--- src/rtl/bsa_pkg.sv ---
`timescale 1ns/1ps
package bsa_pkg;

   // Two-state carry machine: the state is the carry itself
   typedef enum logic {
      CY_G = 1'b0,
      CY_H = 1'b1
   } mealy_st_t;

   // Four-state carry machine: {carry, registered sum bit}
   typedef enum logic [1:0] {
      ST_G0 = 2'b00,
      ST_G1 = 2'b01,
      ST_H0 = 2'b10,
      ST_H1 = 2'b11
   } moore_st_t;

   function automatic logic maj3(input logic x, input logic y, input logic z);
      return (x & y) | (z & (x | y));
   endfunction

   function automatic logic par3(input logic x, input logic y, input logic z);
      return x ^ y ^ z;
   endfunction

endpackage

--- src/rtl/bsa_shreg.sv ---
`timescale 1ns/1ps
module bsa_shreg #(
   parameter int W = 8
) (
   input  logic         clk,
   input  logic         load,
   input  logic         shift,
   input  logic [W-1:0] par_in,
   input  logic         ser_in,
   output logic [W-1:0] q
);

   generate
      if (W < 2) begin : g_bad_w
         $error("bsa_shreg: W must be at least 2");
      end
   endgenerate

   // load wins over shift; shifting moves toward bit 0
   always_ff @(posedge clk) begin
      if (load)
         q <= par_in;
      else if (shift)
         q <= {ser_in, q[W-1:1]};
   end

endmodule

--- src/rtl/bsa_downcnt.sv ---
`timescale 1ns/1ps
module bsa_downcnt #(
   parameter int INIT = 8
) (
   input  logic clk,
   input  logic load,
   output logic nonzero
);

   localparam int CW = $clog2(INIT + 1);
   localparam logic [CW-1:0] START = CW'(INIT);

   logic [CW-1:0] cnt_q;

   generate
      if (INIT < 1) begin : g_bad_init
         $error("bsa_downcnt: INIT must be positive");
      end
   endgenerate

   always_ff @(posedge clk) begin
      if (load)
         cnt_q <= START;
      else if (cnt_q != '0)
         cnt_q <= cnt_q - 1'b1;
   end

   assign nonzero = (cnt_q != '0);

endmodule

--- src/rtl/bsa_carry_fsm.sv ---
`timescale 1ns/1ps
module bsa_carry_fsm
   import bsa_pkg::*;
#(
   parameter bit MOORE = 1'b0
) (
   input  logic clk,
   input  logic rst,
   input  logic en,
   input  logic a,
   input  logic b,
   output logic s,
   output logic carry
);

   generate
      if (MOORE) begin : g_moore
         moore_st_t st_q;
         logic      nxt_c, nxt_s;

         always_comb begin
            nxt_c = maj3(a, b, st_q[1]);
            nxt_s = par3(a, b, st_q[1]);
         end

         always_ff @(posedge clk) begin
            if (rst)
               st_q <= ST_G0;
            else if (en)
               st_q <= moore_st_t'({nxt_c, nxt_s});
         end

         assign s     = st_q[0];
         assign carry = st_q[1];
      end else begin : g_mealy
         mealy_st_t st_q;

         always_ff @(posedge clk) begin
            if (rst)
               st_q <= CY_G;
            else if (en) begin
               case (st_q)
                  CY_G: if (a & b)   st_q <= CY_H;
                  CY_H: if (!a & !b) st_q <= CY_G;
                  default:           st_q <= CY_G;
               endcase
            end
         end

         assign carry = (st_q == CY_H);
         assign s     = par3(a, b, carry);
      end
   endgenerate

endmodule

--- src/rtl/bsa_serial_adder.sv ---
`timescale 1ns/1ps
module bsa_serial_adder #(
   parameter int N     = 8,
   parameter bit MOORE = 1'b0
) (
   input  logic         clk,
   input  logic         rst,
   input  logic [N-1:0] opnd_a,
   input  logic [N-1:0] opnd_b,
   output logic         busy,
   output logic [N-1:0] sum
);

   localparam int LAT   = MOORE ? 1 : 0;
   localparam int STEPS = N + LAT;

   generate
      if (N < 2) begin : g_bad_n
         $error("bsa_serial_adder: N must be at least 2");
      end
   endgenerate

   logic [N-1:0] a_q, b_q;
   logic         shift_en;
   logic         a_lsb, b_lsb;
   logic         fsm_s, carry_q;

   bsa_shreg #(.W(N)) u_opa (
      .clk(clk), .load(rst), .shift(shift_en),
      .par_in(opnd_a), .ser_in(1'b0), .q(a_q)
   );

   bsa_shreg #(.W(N)) u_opb (
      .clk(clk), .load(rst), .shift(shift_en),
      .par_in(opnd_b), .ser_in(1'b0), .q(b_q)
   );

   bsa_downcnt #(.INIT(STEPS)) u_cnt (
      .clk(clk), .load(rst), .nonzero(shift_en)
   );

   assign a_lsb = a_q[0];
   assign b_lsb = b_q[0];

   bsa_carry_fsm #(.MOORE(MOORE)) u_fsm (
      .clk(clk), .rst(rst), .en(shift_en),
      .a(a_lsb), .b(b_lsb), .s(fsm_s), .carry(carry_q)
   );

   bsa_shreg #(.W(N)) u_sum (
      .clk(clk), .load(rst), .shift(shift_en),
      .par_in('0), .ser_in(fsm_s), .q(sum)
   );

   assign busy = shift_en;

endmodule

--- config.mk ---
export PLATFORM = sky130hd
export DESIGN_NAME = bsa_serial_adder
export DESIGN_NICKNAME = d
export VERILOG_FILES = /design/src/rtl/bsa_pkg.sv /design/src/rtl/bsa_shreg.sv /design/src/rtl/bsa_downcnt.sv /design/src/rtl/bsa_carry_fsm.sv /design/src/rtl/bsa_serial_adder.sv
export SDC_FILE = /design/constraint.sdc
export NUM_CORES = 1
export LEC_CHECK = 0
export ABC_AREA = 1
export BUFFER_PORTS_ARGS = -buffer_cell sky130_fd_sc_hd__buf_2
export CAP_MARGIN = 25
export CORE_MARGIN = 2
export CORE_UTILIZATION = 53
export DETAILED_ROUTE_END_ITERATION = 6
export PLACE_DENSITY = 0.82
export SLEW_MARGIN = 20
export SYNTH_ARGS = -nofsm -noshare
export SYNTH_HDL_FRONTEND = slang
export SYNTH_HIERARCHICAL = 1
export SYNTH_SLANG_ARGS = --single-unit
--- constraint.sdc ---
create_clock -name clk -period 1.7 [get_ports clk]
set_input_delay 0.17 -clock clk [delete_from_list [all_inputs] [get_ports clk]]
set_output_delay 0.17 -clock clk [all_outputs]
set_load 0.05 [all_outputs]
==> impl_metrics.yaml <==
global_routing:
  busiest_layer: "met2"
  antenna_found_initial: 0
  grt_usage_pct: 19.6
  grt_max_degree: 24
  grt_util_met3_pct: 5.74
  gr-usage-met2_pct: 34.1
  gr-usage-met1_pct: 19.2
  grt_overflow: 0
  grt_pass1_wl_mm: 3.89
  grt_pass1_vias: 990
detailed_routing:
  postRouteWirelength_mm: 2.41
  num_vias: 1029
  via_per_inst: 4.64
  drc: 0
  firstDrtPassIters: 4
  post_drt_wl_per_cell_um: 10.9
  drt_iter0_drc: 13
  ant_nets: 0
floorplan:
  start_util_pct: 55.6
  dieArea_um2: 2990
  die_h_um: 54.7
  die_w_um: 54.7
  num_rows: 18
  io_pins: 27
  core-area_um2: 2450
outcome:
  status: "completed"
setup_path:
  critical_path_class: "reg -> out"
  worstPathArrival_ps: 1460
  startpoint_type: "register"
  timing.rr.end: "u_opb/q[3]"
  r2r_start: "u_cnt/cnt_q[1]"
  reg2reg_depth: 6
  critPathCaptureType: "output port"
  worstPathRequired_ps: 1530
  r2r_slack_ps: 160
  critPathMaxFanout: 6
synth:
  syn-mean-instance-area_um2: 9.09
  synth_sequential_area_ratio_pct: 60.2
  yosys-top-cells-area: "edfxtp_1 53%, nand2_1 22%, dfxtp_1 7.3%, ha_1 3.7%, inv_1 2.5%"
  synth_cell_type_count: 15
  synth-seq-cells: 29
  synth_top_cell_area_share_pct: 52.8
  syn_inst: 150
  synth_area_um2: 1360
  synth.largest_area_cell: "edfxtp_1"
  ys_warn_count: 6
cts:
  cts_max_level: 2
  clk_latency_ps: 330
  cts_tree: "yes"
  clock_sinks: 29
  clockBufferDepth: 2
  cts_root_buf: "clkbuf_4"
  numCtsBuffers: 5
  postCtsSetupRepairBufs: 0
  path_clk_slew_ps: 90
layout:
  final_nets: 213
  drive_gt1_share_pct: 21.9
  antenna_cells: 0
  area_growth_pct: 17.9
sta:
  min_period_ps: 1630
  rsz0062_at_grt: "false"
  setup-tns-final_ps: 0
  period_share_pct: 95.7
  setup_viol: 0
  finalHoldViolCount: 0
  max_freq_ghz: 0.615
  finalMaxSlewViolations: 0
  skew_ps: 7.10
placed_design:
  globalplace.congestion: 0.739
  place_hpwl_mm: 1.82
  port_buffers: 26
power_and_ir_drop:
  power_density_nw_per_um2: 1370
  total_power_mw: 2.20
  leakagePower_nw: 0.827
  vdd_drop_max_mv: 1.00
worst_hold_path:
  min_to: "u_opa/q[0]"
  hold_class: "in -> reg"
  hp-start: "opnd_a[0]"
  hold_path_depth: 3
run:
  maxCapViolCount: 0
==> state kept, by name (all words and copies together), names as in the netlist <==
register,cells
u_cnt/cnt_q,4
u_fsm/carry,1
u_opa/q,8
u_opb/q,8
u_sum/q,8
==> cell type report <==
type / instances / area [um^2]
clock buffer: 8 / 58.8
fill: 225 / 847
inverter: 12 / 45.0
multi-input combinational: 115 / 500
sequential: 29 / 821
tap: 30 / 37.5
timing repair buffer: 28 / 145
==> synth_stat cells, drive strengths merged <==
cell type,number
nor3,1
a21oi,3
conb,1
edfxtp,24
nor2,8
nand2,80
buf,3
xor2,1
dfxtp,5
or2,3
inv,12
nand3,5
ha,4
==> logic make-up (layout without fill, tap and decap cells) <==
family	Yosys count	after routing	synth area share [%]
AND/OR/NAND/NOR	97	97	28.3
flip-flops	29	29	60.2
buffers and inverters	15	48	5.78
adder cells (fa/ha/maj)	4	4	3.67
AO/OA/AOI/OAI	3	3	1.10
other	1	10	0.275
XOR/XNOR	1	1	0.642
==> routing by layer <==
layer,wire [um],vias to the layer above
met3,111,6
li1,-,544
met5,0,-
met2,1210,17
met4,48,0
met1,1040,462
==> power by group <==
| group | switching, mW | internal, mW |
|---|---|---|
| Clock | 0.235 | 0.204 |
| Sequential | 0.0897 | 0.983 |
| Combinational | 0.479 | 0.207 |
| Total | 0.803 | 1.39 |
==> critical path, stage by stage, from the launching register on <==
cell     delay (ps)
dfxtp_1         340
inv_1            70
ha_1            210
nand2_1          90
nor2_2           50
inv_2            90
buf_2           270
==> how the worst max path moves through the flow <==
| stage | from | end | slack [ps] | depth (start not counted) |
|---|---|---|---|---|
| finish | u_cnt/cnt_q[1] | busy | 70 | 6 |
| global route | u_cnt/cnt_q[1] | busy | 4 | 6 |
| CTS | u_cnt/cnt_q[0] | busy | 50 | 6 |
| detailed placement | u_cnt/cnt_q[0] | u_opb/q[2] | 50 | 6 |
| global placement | u_cnt/cnt_q[0] | u_sum/q[0] | 180 | 6 |
| floorplan | u_cnt/cnt_q[0] | u_opa/q[0] | 40 | 6 |
==> layout by cell type (no fill, tap or decap) <==
cell,netlist,final
a21oi_1,3,3
buf_2,0,26
buf_4,0,2
clkbuf_1,0,2
clkbuf_4,0,5
clkbuf_8,0,1
conb_1,1,10
dfxtp_1,5,5
edfxtp_1,24,24
ha_1,4,4
inv_1,9,7
inv_2,3,5
nand2_1,80,80
nand3_1,5,5
nor2_1,7,6
nor2_2,1,2
nor3_2,1,1
or2_1,3,3
xor2_1,1,1
==> what timing repair did <==
action | in CTS | in global routing
resized for setup | 2 | 0
hold buffers | 0 | 0
endpoints found under the setup margin | 1 | 0
==> through the flow <==
stage / instance area (um^2) / setup slack [ps] / util, % / hold WS, ps / instances
after floorplan: 1400 / 37.9 / - / 313 / 159
after global placement: 1550 / 184 / 63.0 / 436 / 214
after detailed placement: 1550 / 45.2 / 63.0 / 443 / 214
after CTS: 1610 / 46.8 / 65.5 / 86.7 / 222
after global routing: 1610 / 3.77 / 65.5 / 90.2 / 222
final: 1610 / 72.9 / 65.5 / 100 / 222
(Power assumes the default switching activity.)
